$ cat src/rtl/iq_mixer_pkg.sv
package iq_mixer_pkg;

    // Rounded amplitude * sin(pi*(2*idx+1)/(4*quarter_len)), computed with a
    // 2^30 fixed-point Taylor series so that elaboration needs no real math.
    function automatic int quarter_sin(input int idx, input int quarter_len, input int amp);
        longint pi_fx;
        longint theta;
        longint t2;
        longint term;
        longint sum;
        pi_fx = 64'sd3373259426;
        theta = (pi_fx * longint'(2 * idx + 1)) / longint'(4 * quarter_len);
        t2    = (theta * theta) >>> 30;
        term  = theta;
        sum   = theta;
        for (int k = 1; k < 10; k++) begin
            term = -(((term * t2) >>> 30) / longint'((2 * k) * (2 * k + 1)));
            sum  = sum + term;
        end
        return int'((longint'(amp) * sum + (64'sd1 <<< 29)) >>> 30);
    endfunction

    // Quadrant of a table address: bit 0 mirrors the index, bit 1 negates.
    typedef enum logic [1:0] {
        QD_RISE     = 2'd0,
        QD_FALL     = 2'd1,
        QD_NEG_RISE = 2'd2,
        QD_NEG_FALL = 2'd3
    } quadrant_e;

endpackage

$ cat src/rtl/iq_phase_acc.sv
module iq_phase_acc #(
    parameter int PHASE_W = 24,
    parameter int ADDR_W  = 8
) (
    input  logic               clk,
    input  logic               rst,
    input  logic               step_en,
    input  logic [PHASE_W-1:0] step,
    output logic [PHASE_W-1:0] phase,
    output logic [ADDR_W-1:0]  addr
);

    logic [PHASE_W-1:0] acc_d;
    logic [PHASE_W-1:0] acc_q;

    always_comb begin
        acc_d = acc_q;
        if (step_en) begin
            acc_d = acc_q + step;
        end
    end

    always_ff @(posedge clk) begin
        if (rst) begin
            acc_q <= '0;
        end else begin
            acc_q <= acc_d;
        end
    end

    assign phase = acc_q;
    assign addr  = acc_q[PHASE_W-1 -: ADDR_W];

endmodule

$ cat src/rtl/iq_sine_rom.sv
module iq_sine_rom
    import iq_mixer_pkg::*;
#(
    parameter int ADDR_W = 8,
    parameter int AMP_W  = 8
) (
    input  logic [ADDR_W-1:0]       addr,
    output logic signed [AMP_W-1:0] sin_val,
    output logic signed [AMP_W-1:0] cos_val
);

    localparam int IDX_W   = ADDR_W - 2;
    localparam int QLEN    = 1 << IDX_W;
    localparam int AMP_MAX = (1 << (AMP_W - 1)) - 1;
    localparam logic [ADDR_W-1:0] QUARTER = ADDR_W'(QLEN);

    logic signed [AMP_W-1:0] tbl [QLEN];

    generate
        for (genvar j = 0; j < QLEN; j++) begin : g_tbl
            localparam int VAL = quarter_sin(j, QLEN, AMP_MAX);
            assign tbl[j] = AMP_W'(VAL);
        end
    endgenerate

    logic [ADDR_W-1:0]       port_addr [2];
    logic signed [AMP_W-1:0] port_val  [2];

    assign port_addr[0] = addr;
    assign port_addr[1] = addr + QUARTER;

    generate
        for (genvar p = 0; p < 2; p++) begin : g_port
            quadrant_e           quad;
            logic [IDX_W-1:0]    idx;
            logic [IDX_W-1:0]    fold;
            logic signed [AMP_W-1:0] mag;
            always_comb begin
                quad = quadrant_e'(port_addr[p][ADDR_W-1 -: 2]);
                idx  = port_addr[p][IDX_W-1:0];
                fold = (quad == QD_FALL || quad == QD_NEG_FALL) ? ~idx : idx;
                mag  = tbl[fold];
                port_val[p] = (quad == QD_NEG_RISE || quad == QD_NEG_FALL) ? -mag : mag;
            end
        end
    endgenerate

    assign sin_val = port_val[0];
    assign cos_val = port_val[1];

endmodule

$ cat src/rtl/iq_front_stage.sv
module iq_front_stage #(
    parameter int SAMPLE_W = 6,
    parameter int AMP_W    = 8
) (
    input  logic                       clk,
    input  logic                       rst,
    input  logic                       in_valid,
    input  logic [SAMPLE_W-1:0]        in_sample,
    input  logic                       in_neg,
    input  logic signed [AMP_W-1:0]    sin_val,
    input  logic signed [AMP_W-1:0]    cos_val,
    output logic                       st_valid,
    output logic                       st_neg,
    output logic signed [SAMPLE_W-1:0] st_sample,
    output logic signed [AMP_W-1:0]    st_sin,
    output logic signed [AMP_W-1:0]    st_cos
);

    typedef struct packed {
        logic                       vld;
        logic                       neg;
        logic signed [SAMPLE_W-1:0] smp;
        logic signed [AMP_W-1:0]    sn;
        logic signed [AMP_W-1:0]    cs;
    } front_t;

    front_t fr_d;
    front_t fr_q;

    always_comb begin
        fr_d     = fr_q;
        fr_d.vld = in_valid;
        if (in_valid) begin
            fr_d.neg = in_neg;
            fr_d.smp = {~in_sample[SAMPLE_W-1], in_sample[SAMPLE_W-2:0]};
            fr_d.sn  = sin_val;
            fr_d.cs  = cos_val;
        end
    end

    always_ff @(posedge clk) begin
        if (rst) begin
            fr_q <= '0;
        end else begin
            fr_q <= fr_d;
        end
    end

    assign st_valid  = fr_q.vld;
    assign st_neg    = fr_q.neg;
    assign st_sample = fr_q.smp;
    assign st_sin    = fr_q.sn;
    assign st_cos    = fr_q.cs;

endmodule

$ cat src/rtl/iq_mix_stage.sv
module iq_mix_stage #(
    parameter int SAMPLE_W = 6,
    parameter int AMP_W    = 8,
    parameter int PROD_W   = SAMPLE_W + AMP_W
) (
    input  logic                       clk,
    input  logic                       rst,
    input  logic                       st_valid,
    input  logic                       st_neg,
    input  logic signed [SAMPLE_W-1:0] st_sample,
    input  logic signed [AMP_W-1:0]    st_sin,
    input  logic signed [AMP_W-1:0]    st_cos,
    output logic                       out_valid,
    output logic signed [PROD_W-1:0]   out_i,
    output logic signed [PROD_W-1:0]   out_q
);

    typedef struct packed {
        logic                     vld;
        logic signed [PROD_W-1:0] pi;
        logic signed [PROD_W-1:0] pq;
    } mix_t;

    mix_t mx_d;
    mix_t mx_q;

    logic signed [PROD_W-1:0] smp_x;
    logic signed [PROD_W-1:0] sin_x;
    logic signed [PROD_W-1:0] cos_x;
    logic signed [PROD_W-1:0] raw_q;

    always_comb begin
        smp_x    = PROD_W'(st_sample);
        sin_x    = PROD_W'(st_sin);
        cos_x    = PROD_W'(st_cos);
        raw_q    = smp_x * sin_x;
        mx_d     = mx_q;
        mx_d.vld = st_valid;
        if (st_valid) begin
            mx_d.pi = smp_x * cos_x;
            mx_d.pq = st_neg ? -raw_q : raw_q;
        end
    end

    always_ff @(posedge clk) begin
        if (rst) begin
            mx_q <= '0;
        end else begin
            mx_q <= mx_d;
        end
    end

    assign out_valid = mx_q.vld;
    assign out_i     = mx_q.pi;
    assign out_q     = mx_q.pq;

endmodule

$ cat src/rtl/iq_mixer.sv
module iq_mixer #(
    parameter int SAMPLE_W = 6,
    parameter int PHASE_W  = 24,
    parameter int ADDR_W   = 8,
    parameter int AMP_W    = 8,
    parameter int PROD_W   = SAMPLE_W + AMP_W
) (
    input  logic                     clk,
    input  logic                     rst,
    input  logic                     in_valid,
    input  logic [SAMPLE_W-1:0]      in_sample,
    input  logic [PHASE_W-1:0]       phase_inc,
    input  logic                     q_negate,
    output logic                     out_valid,
    output logic signed [PROD_W-1:0] out_i,
    output logic signed [PROD_W-1:0] out_q
);

    logic [PHASE_W-1:0]        phase_q;
    logic [ADDR_W-1:0]         lut_addr;
    logic signed [AMP_W-1:0]   sin_val;
    logic signed [AMP_W-1:0]   cos_val;
    logic                      st_valid;
    logic                      st_neg;
    logic signed [SAMPLE_W-1:0] st_sample;
    logic signed [AMP_W-1:0]   st_sin;
    logic signed [AMP_W-1:0]   st_cos;

    iq_phase_acc #(
        .PHASE_W (PHASE_W),
        .ADDR_W  (ADDR_W)
    ) u_acc (
        .clk     (clk),
        .rst     (rst),
        .step_en (in_valid),
        .step    (phase_inc),
        .phase   (phase_q),
        .addr    (lut_addr)
    );

    iq_sine_rom #(
        .ADDR_W (ADDR_W),
        .AMP_W  (AMP_W)
    ) u_rom (
        .addr    (lut_addr),
        .sin_val (sin_val),
        .cos_val (cos_val)
    );

    iq_front_stage #(
        .SAMPLE_W (SAMPLE_W),
        .AMP_W    (AMP_W)
    ) u_front (
        .clk       (clk),
        .rst       (rst),
        .in_valid  (in_valid),
        .in_sample (in_sample),
        .in_neg    (q_negate),
        .sin_val   (sin_val),
        .cos_val   (cos_val),
        .st_valid  (st_valid),
        .st_neg    (st_neg),
        .st_sample (st_sample),
        .st_sin    (st_sin),
        .st_cos    (st_cos)
    );

    iq_mix_stage #(
        .SAMPLE_W (SAMPLE_W),
        .AMP_W    (AMP_W),
        .PROD_W   (PROD_W)
    ) u_mix (
        .clk       (clk),
        .rst       (rst),
        .st_valid  (st_valid),
        .st_neg    (st_neg),
        .st_sample (st_sample),
        .st_sin    (st_sin),
        .st_cos    (st_cos),
        .out_valid (out_valid),
        .out_i     (out_i),
        .out_q     (out_q)
    );

endmodule

$ cat config.mk
export PLATFORM = sky130hd
export DESIGN_NAME = iq_mixer
export DESIGN_NICKNAME = d
export VERILOG_FILES = /design/src/rtl/iq_mixer_pkg.sv /design/src/rtl/iq_phase_acc.sv /design/src/rtl/iq_sine_rom.sv /design/src/rtl/iq_front_stage.sv /design/src/rtl/iq_mix_stage.sv /design/src/rtl/iq_mixer.sv
export SDC_FILE = /design/constraint.sdc
export NUM_CORES = 1
export LEC_CHECK = 0
export BUFFER_PORTS_ARGS = -buffer_cell sky130_fd_sc_hd__buf_2
export CAP_MARGIN = 15
export CORE_ASPECT_RATIO = 1.4
export CORE_MARGIN = 5
export CORE_UTILIZATION = 45
export DETAILED_ROUTE_END_ITERATION = 8
export GPL_TIMING_DRIVEN = 1
export PLACE_DENSITY_LB_ADDON = 0.3
export SKIP_CTS_REPAIR_TIMING = 1
export SYNTH_ARGS = -nofsm -noshare
export SYNTH_HDL_FRONTEND = slang
export SYNTH_SLANG_ARGS = --single-unit
$ cat constraint.sdc
create_clock -name clk -period 9.5 [get_ports clk]
set_input_delay 1.425 -clock clk [delete_from_list [all_inputs] [get_ports clk]]
set_output_delay 1.425 -clock clk [all_outputs]
set_load 0.01 [all_outputs]
==> Word-level counts from Yosys, hierarchy flattened <==
Memory sizes are Yosys's and may differ from the RTL's.
Index checks and enable logic that the tools add are counted.
{ "classes": {"addsub": 5, "n_mul": 2, "order_cmp": 2, "n_eq_ne": 6, "n_mux": 9, "bitwise_logic": 5, "reduce_logical": 4} }
{ "op_table": {"columns": ["operator", "count"], "rows": [
  ["$mux W8", 6],
  ["$mul A6 B8 Y14", 2],
  ["$add A24 B24 Y24", 1],
  ["$neg A8 Y8", 2],
  ["$ge A7 B7 Y1 const B", 2],
  ["$mux W14", 1],
  ["$neg A14 Y14", 1],
  ["$not A6 Y7", 2],
  ["$mux W6", 2],
  ["$not A6 Y6", 2],
  ["$add A8 B7 Y8 const B", 1],
  ["$eq A2 B2 Y1 const B", 4],
  ["$eq A2 B1 Y1 const B", 2],
  ["$logic_or A1 B1 Y1", 4],
  ["$not A1 Y1", 1]
]} }
{ "totals": {"register_bits": 77, "mem_bits_ro": 1024, "in_bits": 34, "out_inout_bits": 29, "wordCells": 44, "memories": 2} }
{ "memory_table": {"columns": ["name", "depth", "word_bits", "rd", "rd_ports_with_merged_regs", "wr", "line", "source"], "rows": [
  ["(name not given)", 64, 8, 1, 0, 0, "iq_sine_rom.sv:42", "mag = tbl[fold];"],
  ["(name not given)", 64, 8, 1, 0, 0, "iq_sine_rom.sv:42", null]
]} }

==> Depth between registers and ports, before layout <==
Gate-level depths: netlist of run 1.
{ "logic_depth": {"ltp_word": 10, "ltp_mapped": 18, "depth_no_buf": 17} }

==> Hierarchy <==
Synthesis of run 1 repeated with hierarchy kept, for this count alone.
{ "unflattened": {"cells_unflattened": 1256, "area_unflattened_um2": 10248.6} }
{ "by_module_without_submodules": {"columns": ["mod", "instances", "cells_per_inst", "area_per_inst_um2"], "rows": [
  ["iq_mix_stage", 1, 516, 4660.7],
  ["iq_sine_rom", 1, 398, 2590.0],
  ["iq_phase_acc", 1, 266, 2132.0],
  ["iq_front_stage", 1, 76, 865.8]
]} }

==> Worst setup path before layout of run 1 <==
OpenSTA, ideal clock, no wires.
{ "synth_path": {"path_kind": "register -> register", "start": "register u_front.fr_q, in the netlist u_front.st_sample[4]", "end": "register u_mix.mx_q, in the netlist u_mix.out_q[13]", "setup_ns": 0.112, "t_arrival_ns": 5.323, "slack_ns": 4.065, "stages_incl_launch_ff": 18, "period_less_slack_ns": 5.435, "path_cell_list": "dfxtp_1 clkbuf_1 nand2_1 fa_1 fa_1 inv_1 fa_1 fa_1 inv_1 fa_1 or4b_4 nor2_4 nand3_2 or3_4 or3_1 o31ai_2 nor2_1 a2111oi_1"} }
{ "synth_between": {"elab_chain_cells": 3} }
{ "synth_lines": {"columns": ["element", "line", "source"], "rows": [
  ["start: declaration", "iq_front_stage.sv:28", "front_t fr_q;"],
  ["start signal: assignment", "iq_front_stage.sv:45", "fr_q <= fr_d;"],
  ["$mul A6 B8 Y14 (*)", "iq_mix_stage.sv:36", "raw_q = smp_x * sin_x;"],
  ["$neg A14 Y14", "iq_mix_stage.sv:41", "mx_d.pq = st_neg ? -raw_q : raw_q;"],
  ["$mux W14 (*)", "iq_mix_stage.sv:41", null],
  ["end signal: assignment", "iq_mix_stage.sv:49", "mx_q <= mx_d;"],
  ["end: declaration", "iq_mix_stage.sv:25", "mix_t mx_q;"]
]} }
Mark *: on every way between the ends. The rest lies on a longest branch, timed or not.
A chain may end at the register's enable or synchronous reset.

==> Worst setup path after layout of run 1 <==
{ "layout_path": {"start": "register u_front.fr_q, in the netlist u_front.st_sample[5]", "end": "register u_mix.mx_q, in the netlist u_mix.out_q[13]"} }
The elaborated chain is that of the path after synthesis.

==> summary.log, run 1 <==
qor: drt.vias_per_cell 5.66
qor: worst_hold_path.hold-path-endpoint u_acc.phase[4]
qor: setup_path.cpMostUsedCell sky130_fd_sc_hd__fa_1
qor: timing.setup-tns-final 0 ps
qor: logic_synthesis.post_synth.cell_area_avg 8.24 µm²
qor: logic_synthesis.syn_inst 1123
qor: power.power_per_cell_area 193 nW/µm²
qor: drt.post_drt_wl_per_cell 15.1 µm
qor: global_route.remaining_global_route_overflow 0
qor: cts.clk_pin_slew 70 ps
qor: worst_hold_path.min_from u_acc.phase[4]
qor: floorplanning.floorplan.io_pins 63
qor: global_route.global_route_wire_length_before_repair 36300 µm
qor: logic_synthesis.synth.net_count 1314
qor: final_layout.drive_gt1_frac 0.0945
qor: logic_synthesis.ys.warnings.count 0
qor: setup_path.regToRegSetupSlack 3760 ps
qor: floorplanning.die-width 131 µm
qor: cts.clk_path_buf_depth 2
qor: logic_synthesis.synth.yosys.seq_area_share 0.167
qor: logic_synthesis.synth_xor_area_frac 0.0640
qor: cts.cts_tree done
qor: logic_synthesis.synth-compound-area-share 0.202
qor: timing.timing_worst_slew_pin_value 1090 ps
qor: cts.clock_latency 350 ps
qor: logic_synthesis.synth_simple_gate_area_share 0.191
qor: setup_path.r2r_depth 16
qor: timing.max_freq 174 MHz
qor: cts.clk_root_buffer_cell sky130_fd_sc_hd__clkbuf_16
qor: timing.layout_worst_path_cycle_share 0.605
qor: outcome.run_status finished clean
qor: final_layout.multi_input_comb_area 7170 µm²
qor: logic_synthesis.synth-main-ff-cell sky130_fd_sc_hd__dfxtp_1
qor: global_route.number_of_antenna_violations_at_the_first_check_in_global_routing 0
qor: cts.htree_levels 3
qor: timing.unrepaired_setup_endpoints_after_global_routing no
qor: worst_hold_path.holdPathStages 2
qor: setup_path.crit_path_cell_trace nand2b_1 -> fa_1 -> fa_1 -> inv_1 -> fa_1 -> fa_1 -> inv_1 -> fa_1 -> or4b_4 -> nor2_4 -> nand3_2 -> or3_4 -> or3_1 -> o31ai_2 -> nor2_1 -> a2111oi_1
qor: drt.drt-total-wl 21200 µm
qor: power.power.leakage 4.62 nW
qor: logic_synthesis.asyncSetResetFlopFracSynth 0
qor: place.dpl.hpwl 16300 µm
qor: setup_path.critPathMaxStageDelay 680 ps
qor: power.worst_ir_drop_vdd 0.000109 V
qor: global_route.grt_start_max_net_pins 81
qor: drt.post-route-drc-count 0
qor: floorplanning.placementRows 62
qor: setup_path.worst_path_dominant_cell_family adder cells
qor: cts.cts_inserted_buffers 9
qor: timing.report.final.setup_viol 0
qor: timing.slew_headroom 0.271
qor: place.gp_congestion 0.881
qor: setup_path.critical_path.slowest_cell sky130_fd_sc_hd__dfxtp_1
qor: place.buffer_ports.inserted 62
qor: logic_synthesis.combined_area_of_all_synthesized_cells 9250 µm²
qor: drt.num_vias 7975
qor: global_route.number_of_global_route_vias_before_repair 7802
qor: worst_hold_path.worst_hold_path_type flip-flop to flip-flop
qor: final_layout.nets 1339
qor: setup_path.arrival 5970 ps
qor: setup_path.critPathRequiredTime 9730 ps
qor: setup_path.critical_path.n_buffers_inverters 2
qor: setup_path.worst_setup_path_start_kind flip-flop
qor: floorplanning.coreArea 20400 µm²
qor: logic_synthesis.synthMuxAreaShare 0.0481
qor: final_layout.area_delta_synth_final 8.55%
qor: setup_path.reg2reg_from u_front.st_sample[5]
qor: timing.clock-skew-final 11.0 ps
qor: final_layout.antenna-diode-count 0
qor: floorplanning.dieHeight 180 µm
qor: floorplanning.initial_utilization 0.453
qor: drt.dr.first_iter.drc_count 443
qor: timing.timing.final.hold_violations 0
qor: final_layout.regArea 1540 µm²
qor: logic_synthesis.synth-seq-cells 77
qor: run.maxCapViolations 0
qor: drt.drtPass1Iterations 5
qor: floorplanning.design.die.area 23600 µm²
qor: logic_synthesis.synth-edff-count 0
qor: setup_path.reg2reg_to u_mix.out_q[13]
qor: drt.route.antenna.remaining_nets 0
qor: setup_path.critPathCaptureType flip-flop
qor: logic_synthesis.yosys.cell_types.count 83
qor: timing.finalMaxSlewViolations 0
qor: global_route.grt_use_total 0.178
qor: final_layout.layout.filler_cells 1973
qor: timing.final_period_minus_worst_setup_slack 5740 ps
qor: logic_synthesis.combinational_family_with_the_most_area_after_synthesis adder cells
qor: cts.clkSinkCount 77
qor: final_layout.final_util 0.492
qor: setup_path.timing_worst_setup_path_type flip-flop to flip-flop
qor: setup_path.critical_path.max_fanout 12
qor: logic_synthesis.post_synth_fa_ha_maj_area_fraction 0.268
## cell type report
| class | instances | share of cell area |
|---|---|---|
| multi-input combinational | 905 | 0.714 |
| sequential | 77 | 0.154 |
| timing repair buffer | 69 | 0.0361 |
| inverter | 86 | 0.0323 |
| tap | 256 | 0.0319 |
| clock buffer | 11 | 0.0242 |
| clock inverter | 5 | 0.00835 |
## metrics by stage
| step | cell area [µm²] | setup slack (ps) | hold WS, ps | total power [mW] | instances |
|---|---|---|---|---|---|
| finish | 10000 | 3760 | 465 | 1.94 | 1409 |
| global route | 10000 | 3500 | 504 | 2.12 | 1409 |
| CTS | 10000 | 3720 | 470 | 1.95 | 1409 |
| detailed placement | 9720 | 3740 | 461 | 1.56 | 1393 |
| global placement | 9720 | 3860 | 455 | 1.54 | 1393 |
| floorplan | 9250 | 4070 | 445 | 1.33 | 1123 |
## worst max-delay path by stage
stage	cells past startpoint	endpoint	slack [ps]	start
6_report	16	u_mix.out_q[13]	3760	u_front.st_sample[5]
2_1_floorplan	17	u_mix.out_q[13]	4070	u_front.st_sample[4]
5_1_grt	16	u_mix.out_q[13]	3500	u_front.st_sample[5]
3_5_place_dp	16	u_mix.out_q[13]	3740	u_front.st_sample[5]
4_1_cts	16	u_mix.out_q[13]	3720	u_front.st_sample[5]
3_3_place_gp	16	u_mix.out_q[13]	3860	u_front.st_sample[5]
## flip-flops by register name (all words and copies together) (netlist names)
| signal | flops |
|---|---|
| u_acc.phase | 24 |
| u_front.st_sample | 6 |
| u_front.st_neg | 1 |
| u_mix.out_valid | 1 |
| u_mix.out_i | 14 |
| u_mix.out_q | 14 |
| u_front.st_sin | 8 |
| u_front.st_cos | 8 |
| u_front.st_valid | 1 |
## kinds of logic after synthesis
kind of cell / Yosys count
AND/OR/NAND/NOR: 357
flip-flops: 77
buffers and inverters: 141
XOR/XNOR: 65
multiplexers: 44
AO/OA/AOI/OAI: 282
adder cells (fa/ha/maj): 157
## synth_stat cells, drive strengths merged (3+ instances only)
cell type	count	share of area
nor2	107	0.044
nand2	90	0.037
ha	88	0.12
inv	85	0.034
dfxtp	77	0.17
a21oi	73	0.039
fa	69	0.15
and2	54	0.037
o21ai	53	0.029
xnor2	45	0.044
mux2i	40	0.043
a211oi	36	0.029
clkbuf	31	0.013
buf	24	0.012
nand2b	21	0.014
nand3	20	0.011
xor2	20	0.020
o211ai	14	0.011
a21o	13	0.011
nor3	12	0.0065
or3	12	0.0087
nor2b	11	0.0074
a31oi	10	0.0068
o21bai	8	0.0065
o31ai	8	0.0070
and3	7	0.0047
a2111oi	6	0.0058
o221ai	6	0.0057
or2	6	0.0041
a211o	5	0.0047
o21a	5	0.0041
o22ai	5	0.0034
a21boi	4	0.0032
a221oi	4	0.0045
mux2	4	0.0049
o311ai	4	0.0038
nor4	3	0.0020
o32ai	3	0.0028
o41ai	3	0.0028
or4	3	0.0024
## layer usage
metal,up-vias,global-route usage,wire [µm]
li1,3981,-,-
met1,3802,0.210,9010
met2,159,0.333,11100
met3,33,0.0215,663
met4,0,0.0524,440
met5,-,0,0
## worst reg2reg max path, stage by stage (launching register included)
cell and delay, ps:
sky130_fd_sc_hd__dfxtp_1 680, sky130_fd_sc_hd__nand2b_1 160, sky130_fd_sc_hd__fa_1 530, sky130_fd_sc_hd__fa_1 540, sky130_fd_sc_hd__inv_1 50, sky130_fd_sc_hd__fa_1 490, sky130_fd_sc_hd__fa_1 540, sky130_fd_sc_hd__inv_1 60
sky130_fd_sc_hd__fa_1 560, sky130_fd_sc_hd__or4b_4 490, sky130_fd_sc_hd__nor2_4 110, sky130_fd_sc_hd__nand3_2 90, sky130_fd_sc_hd__or3_4 340, sky130_fd_sc_hd__or3_1 330, sky130_fd_sc_hd__o31ai_2 220, sky130_fd_sc_hd__nor2_1 80
sky130_fd_sc_hd__a2111oi_1 350
## placed cells by master, fill, tap and decap left out, drive strengths merged, types with 6 or more instances in the layout
| master | Yosys | routed |
|---|---|---|
| a2111oi | 6 | 6 |
| a211oi | 36 | 36 |
| a21o | 13 | 13 |
| a21oi | 73 | 73 |
| a31oi | 10 | 10 |
| and2 | 54 | 54 |
| and3 | 7 | 7 |
| buf | 24 | 69 |
| clkbuf | 31 | 11 |
| dfxtp | 77 | 77 |
| fa | 69 | 69 |
| ha | 88 | 88 |
| inv | 85 | 85 |
| mux2i | 40 | 40 |
| nand2 | 90 | 90 |
| nand2b | 21 | 21 |
| nand3 | 20 | 20 |
| nor2 | 107 | 107 |
| nor2b | 11 | 11 |
| nor3 | 12 | 12 |
| o211ai | 14 | 14 |
| o21ai | 53 | 53 |
| o21bai | 8 | 8 |
| o221ai | 6 | 6 |
| o31ai | 8 | 8 |
| or2 | 6 | 6 |
| or3 | 12 | 12 |
| xnor2 | 45 | 45 |
| xor2 | 20 | 20 |
## power by group
part / internal [mW] / switching, mW
sequential: 0.371 / 0.0750
clock: 0.238 / 0.146
combinational: 0.464 / 0.647
total: 1.07 / 0.868
(Power assumes the default switching activity.)
==> run 2, diff against run 1 <==
- clock period: 9.5 -> 4.9 ns (I/O delays scaled with it)
==> run 2 against run 1 <==
  * The flow now finishes with violations (negative setup slack)
  * Cell area up 4.7%
  * Hold slack better by 2.7 ps
  * Sequential power up 81%
  * Cell count up 3.5%
  * First-iteration DRC count up 33%
  * Non-clock buffer count up 49
  * Clock power up 85%
  * Sequential cell count unchanged
  * Worst setup slack worse by 4000 ps
  * Sequential share of layout area down 0.63 points
  * Critical path type unchanged
  * Highest routed layer unchanged
==> summary.log, run 2 (synthesis gave the netlist of run 1 again) <==
qor: final_layout.mostFrequentLayoutCell sky130_fd_sc_hd__nor2_1
qor: timing.unrepaired_setup_endpoints_after_global_routing yes
qor: floorplanning.placementRows 62
qor: drt.vias_per_cell 5.56
qor: floorplanning.die-width 131 µm
qor: final_layout.multi_input_comb_area 7260 µm²
qor: global_route.number_of_antenna_violations_at_the_first_check_in_global_routing 0
qor: power.power_frac_clock 0.180
qor: setup_path.critPathRequiredTime 5100 ps
qor: floorplanning.coreArea 20400 µm²
qor: run.maxCapViolations 0
qor: setup_path.worst_setup_path_start_kind flip-flop
qor: final_layout.drive_gt1_frac 0.150
qor: setup_path.critical_path.max_fanout 2
qor: drt.drt-total-wl 22100 µm
qor: setup_path.arrival 5290 ps
qor: global_route.grt_start_max_net_pins 81
qor: final_layout.layout.filler_cells 1929
qor: cts.cts_tree done
qor: setup_path.reg2reg_from u_front.st_sin[3]
qor: global_route.remaining_global_route_overflow 0
qor: cts.cts_inserted_buffers 9
qor: setup_path.reg2reg_to u_mix.out_q[13]
qor: power.total_power 3.93 mW
qor: setup_path.critPathCaptureType flip-flop
qor: timing.slew_headroom 0.362
qor: global_route.number_of_global_route_vias_before_repair 8196
qor: global_route.global_route_wire_length_before_repair 38200 µm
qor: cts.htree_levels 3
qor: setup_path.crit_path_cell_trace and2_4 -> fa_1 -> inv_1 -> fa_1 -> inv_1 -> fa_1 -> fa_1 -> inv_1 -> fa_1 -> or4b_4 -> nor2_4 -> nand3_2 -> or3_4 -> or3_1 -> o31ai_2 -> buf_4 -> buf_6 -> a2111oi_2
qor: timing.timing.final.hold_violations 0
qor: setup_path.regToRegSetupSlack -200 ps
qor: final_layout.mostFrequentLayoutCells sky130_fd_sc_hd__nor2_1 (105), sky130_fd_sc_hd__nand2_1 (88), sky130_fd_sc_hd__ha_1 (86)
qor: timing.final_period_minus_worst_setup_slack 5100 ps
qor: final_layout.nets 1388
qor: setup_path.timing_worst_setup_path_type flip-flop to flip-flop
qor: drt.post-route-drc-count 0
qor: setup_path.cp-startpoint u_front.st_sin[3]
qor: timing.setup-tns-final -290 ps
qor: timing.finalMaxSlewViolations 0
qor: timing.final.setup.worst_slack -198 ps
qor: place.gp_congestion 0.850
qor: place.dpl.hpwl 17000 µm
qor: setup_path.cpMostUsedCell sky130_fd_sc_hd__fa_1
qor: floorplanning.dieHeight 180 µm
qor: outcome.violations negative setup slack
qor: setup_path.r2r_depth 18
qor: global_route.grt_use_total 0.189
qor: power.worst_ir_drop_vdd 0.000209 V
qor: final_layout.regArea 1550 µm²
qor: timing.max_freq 196 MHz
qor: final_layout.largest_register_ffs 24
qor: timing.clock-skew-final 9.90 ps
qor: worst_hold_path.worst_hold_path_type flip-flop to flip-flop
qor: drt.post_drt_wl_per_cell 15.2 µm
qor: timing.report.final.setup_viol 2
qor: power.intPower 2.18 mW
qor: drt.num_vias 8109
qor: place.buffer_ports.inserted 62
qor: power.sw_frac_of_total 0.447
qor: cts.clk_pin_slew 70 ps
qor: power.power.share.combinational 0.615
qor: place.postPlaceCellArea 10000 µm²
qor: floorplanning.floorplan.io_pins 63
qor: worst_hold_path.hold-path-endpoint u_acc.phase[4]
qor: setup_path.critical_path.slowest_cell sky130_fd_sc_hd__fa_1
qor: drt.route.antenna.remaining_nets 0
qor: timing.layout_worst_path_cycle_share 1.04
qor: floorplanning.initial_utilization 0.453
qor: setup_path.critPathMaxStageDelay 540 ps
qor: drt.drtPass1Iterations 7
qor: cts.clkSinkCount 77
qor: final_layout.final_cell_area 10500 µm²
qor: outcome.run_status finished, violations left
qor: power.power_per_cell_area 374 nW/µm²
qor: cts.clock_latency 350 ps
qor: cts.clk_path_buf_depth 2
qor: final_layout.final_util 0.515
qor: worst_hold_path.min_from u_acc.phase[4]
qor: timing.finalHoldWorstSlack 468 ps
qor: power.power.switching 1.76 mW
qor: floorplanning.design.die.area 23600 µm²
qor: worst_hold_path.holdPathStages 2
qor: power.power.leakage 4.89 nW
qor: timing.timing_worst_slew_pin_value 955 ps
qor: drt.dr.first_iter.drc_count 587
qor: final_layout.antenna-diode-count 0
qor: cts.clk_root_buffer_cell sky130_fd_sc_hd__clkbuf_16
qor: final_layout.area_delta_synth_final 13.6%
qor: power.share_seq_of_total_power 0.205
run 2: stage by stage:
stage,setup slack [ps],std cells
finish,-198,1458
CTS,-359,1452
detailed placement,-351,1436
global placement,-244,1436
global route,-383,1458
floorplan,-314,1123
run 2: critical path, delay by kind of cell, from the launching register on:
| family | cells | cell delay (ps) |
|---|---|---|
| adder cells (fa/ha/maj) | 5 | 2500 |
| AO/OA/AOI/OAI | 2 | 260 |
| buffers and inverters | 5 | 390 |
| flip-flops | 1 | 320 |
| AND/OR/NAND/NOR | 6 | 1470 |
run 2: layer usage:
layer,up-vias,wire length (µm),global-route usage
met5,-,0,0
met4,0,528,0.0736
met3,33,731,0.0240
met2,174,11500,0.342
met1,3820,9400,0.226
li1,4082,-,-
run 2: area by class of cell:
| cell class | count | share of cell area |
|---|---|---|
| Clock buffer | 10 | 0.0227 |
| Clock inverter | 6 | 0.00690 |
| Inverter | 86 | 0.0308 |
| Multi-Input combinational cell | 905 | 0.691 |
| Sequential cell | 77 | 0.147 |
| Tap cell | 256 | 0.0305 |
| Timing Repair Buffer | 118 | 0.0709 |
run 2: power groups by stage:
stage / Sequential [mW] / Combinational, mW / Clock [mW]
6_report: 0.806 / 2.42 / 0.709
5_1_grt: 0.822 / 2.72 / 0.751
4_1_cts: 0.804 / 2.34 / 0.724
3_5_place_dp: 0.818 / 2.33 / 0
3_3_place_gp: 0.815 / 2.30 / 0
2_1_floorplan: 0.818 / 1.77 / 0
run 2: worst max-delay path by stage:
stage | endpoint | slack, ps
after floorplan | u_mix.out_q[13] | -310
after global placement | u_mix.out_q[13] | -240
after detailed placement | u_mix.out_q[13] | -350
after CTS | u_mix.out_q[13] | -360
after global routing | u_mix.out_q[13] | -380
final | u_mix.out_q[13] | -200
==> run 3, diff against run 2 <==
- CELL_PAD_IN_SITES_DETAIL_PLACEMENT: default -> 1
- CELL_PAD_IN_SITES_GLOBAL_PLACEMENT: default -> 1
- CORE_UTILIZATION: 45 -> 43
- PLACE_DENSITY_LB_ADDON: 0.3 -> 0.1
==> run 3 against run 2 <==
  * The flow still finishes with violations (negative setup slack)
  * Hold slack better by 7.7 ps
  * Sequential power up 3.7%
  * Worst setup slack worse by 97 ps
  * Clock-buffer cell count up 5
  * Register-to-register slack worse by 97 ps
  * Via count up 2.2%
  * Cell count about the same
  * Clock power down 10%
  * Wire length up 13%
  * Non-clock buffer count down 3
  * Largest cell class unchanged
  * Highest routed layer unchanged
==> summary.log, run 3 (synthesis gave the netlist of run 1 again) <==
qor: run.maxCapViolations 0
qor: place.placed_cells_incl_taps 1438
qor: power.power.leakage 4.91 nW
qor: timing.report.final.setup_viol 2
qor: final_layout.area_delta_synth_final 13.5%
qor: final_layout.largest_register_ffs 24
qor: drt.drtPass1Iterations 4
qor: timing.finalMaxSlewViolations 0
qor: timing.layout_worst_path_cycle_share 1.06
qor: final_layout.final_cell_area 10500 µm²
qor: drt.dr.first_iter.drc_count 349
qor: power.worst_ir_drop_vdd 0.000207 V
qor: drt.post_drt_wl_per_cell 17.2 µm
qor: floorplanning.floorplan.io_pins 63
qor: final_layout.drive_gt1_frac 0.147
qor: outcome.run_status finished, violations left
qor: power.power_per_cell_area 372 nW/µm²
qor: drt.num_vias 8287
qor: timing.finalHoldWorstSlack 476 ps
qor: cts.cts_tree done
qor: setup_path.critPathRequiredTime 5130 ps
qor: floorplanning.coreArea 21200 µm²
qor: setup_path.arrival 5430 ps
qor: timing.final.setup.worst_slack -294 ps
qor: global_route.remaining_global_route_overflow 0
qor: drt.drt-total-wl 25100 µm
qor: final_layout.nets 1385
qor: floorplanning.dieHeight 184 µm
qor: final_layout.final_cells 1459
qor: drt.route.antenna.remaining_nets 0
qor: floorplanning.placementRows 63
qor: global_route.number_of_antenna_violations_at_the_first_check_in_global_routing 0
qor: global_route.global_route_wire_length_before_repair 42200 µm
qor: place.dpl.hpwl 19900 µm
qor: cts.cts_inserted_buffers 9
qor: timing.setup-tns-final -405 ps
qor: setup_path.worst_setup_path_start_kind flip-flop
qor: global_route.number_of_global_route_vias_before_repair 8705
qor: setup_path.critical_path.max_fanout 2
qor: timing.final_period_minus_worst_setup_slack 5190 ps
qor: timing.clock-skew-final 9.03 ps
qor: cts.clk_pin_slew 60 ps
qor: floorplanning.design.die.area 24600 µm²
qor: setup_path.regToRegSetupSlack -290 ps
qor: cts.htree_levels 3
qor: final_layout.final_util 0.495
qor: timing.unrepaired_setup_endpoints_after_global_routing yes
qor: floorplanning.die-width 134 µm
qor: cts.clkSinkCount 77
qor: place.buffer_ports.inserted 62
qor: setup_path.timing_worst_setup_path_type flip-flop to flip-flop
qor: timing.timing_worst_slew_pin_value 916 ps
qor: cts.clk_path_buf_depth 2
qor: timing.max_freq 193 MHz
qor: cts.clock_latency 350 ps
qor: final_layout.mostFrequentLayoutCells sky130_fd_sc_hd__nor2_1 (103), sky130_fd_sc_hd__nand2_1 (88), sky130_fd_sc_hd__ha_1 (85)
qor: worst_hold_path.holdPathStages 2
qor: final_layout.antenna-diode-count 0
qor: timing.slew_headroom 0.389
qor: outcome.violations negative setup slack
qor: worst_hold_path.min_from u_acc.phase[4]
qor: worst_hold_path.worst_hold_path_type flip-flop to flip-flop
qor: place.postPlaceCellArea 10000 µm²
qor: setup_path.reg2reg_from u_front.st_sin[3]
qor: place.gp_congestion 0.884
qor: setup_path.cp-startpoint u_front.st_sin[3]
qor: setup_path.r2r_depth 17
qor: final_layout.mostFrequentLayoutCell sky130_fd_sc_hd__nor2_1
qor: timing.timing.final.hold_violations 0
qor: floorplanning.initial_utilization 0.436
qor: cts.clk_root_buffer_cell sky130_fd_sc_hd__clkbuf_16
qor: setup_path.critPathCaptureType flip-flop
qor: drt.vias_per_cell 5.68
qor: global_route.grt_start_max_net_pins 53
qor: drt.post-route-drc-count 0
qor: global_route.grt_use_total 0.207
## run 3: final timing paths
path | to
min reg2reg | u_acc.phase[4]
max reg2reg | u_mix.out_q[13]
min | u_acc.phase[4]
max | u_mix.out_q[13]
## run 3: area by class of cell
type | count | area (µm²)
fill | 2549 | 10700
clock buffer | 15 | 268
sequential | 77 | 1550
multi-input combinational | 905 | 7260
tap | 260 | 325
timing repair buffer | 115 | 763
clock inverter | 1 | 5.00
inverter | 86 | 324
## run 3: power breakdown
| group | switching (mW) | total [mW] | internal (mW) |
|---|---|---|---|
| Clock | 0.264 | 0.635 | 0.371 |
| Sequential | 0.114 | 0.836 | 0.721 |
| Combinational | 1.40 | 2.43 | 1.03 |
| Total | 1.78 | 3.90 | 2.13 |
## run 3: per-stage QoR
| step | total power [mW] | setup slack, ps |
|---|---|---|
| floorplan | 2.58 | -314 |
| global placement | 3.17 | -247 |
| detailed placement | 3.22 | -331 |
| CTS | 3.89 | -358 |
| global route | 4.26 | -503 |
| finish | 3.90 | -294 |
## run 3: critical path: stages, from the launching register on
cell,delay (ps)
sky130_fd_sc_hd__dfxtp_2,320
sky130_fd_sc_hd__and2_4,150
sky130_fd_sc_hd__fa_1,530
sky130_fd_sc_hd__inv_1,60
sky130_fd_sc_hd__fa_1,480
sky130_fd_sc_hd__inv_1,50
sky130_fd_sc_hd__fa_1,450
sky130_fd_sc_hd__fa_1,520
sky130_fd_sc_hd__inv_1,60
sky130_fd_sc_hd__fa_1,490
sky130_fd_sc_hd__or4b_4,480
sky130_fd_sc_hd__nor2_4,130
sky130_fd_sc_hd__nand3_2,80
sky130_fd_sc_hd__or3_4,330
sky130_fd_sc_hd__or3_1,360
sky130_fd_sc_hd__o31ai_2,230
sky130_fd_sc_hd__nor2_1,70
sky130_fd_sc_hd__a2111oi_1,290
## run 3: per-layer routing
layer	vias up	GRT usage	wire (µm)
met5	-	0	0
met4	0	0.0535	370
met3	23	0.0238	625
met2	99	0.399	13600
met1	4116	0.240	10500
li1	4049	-	-
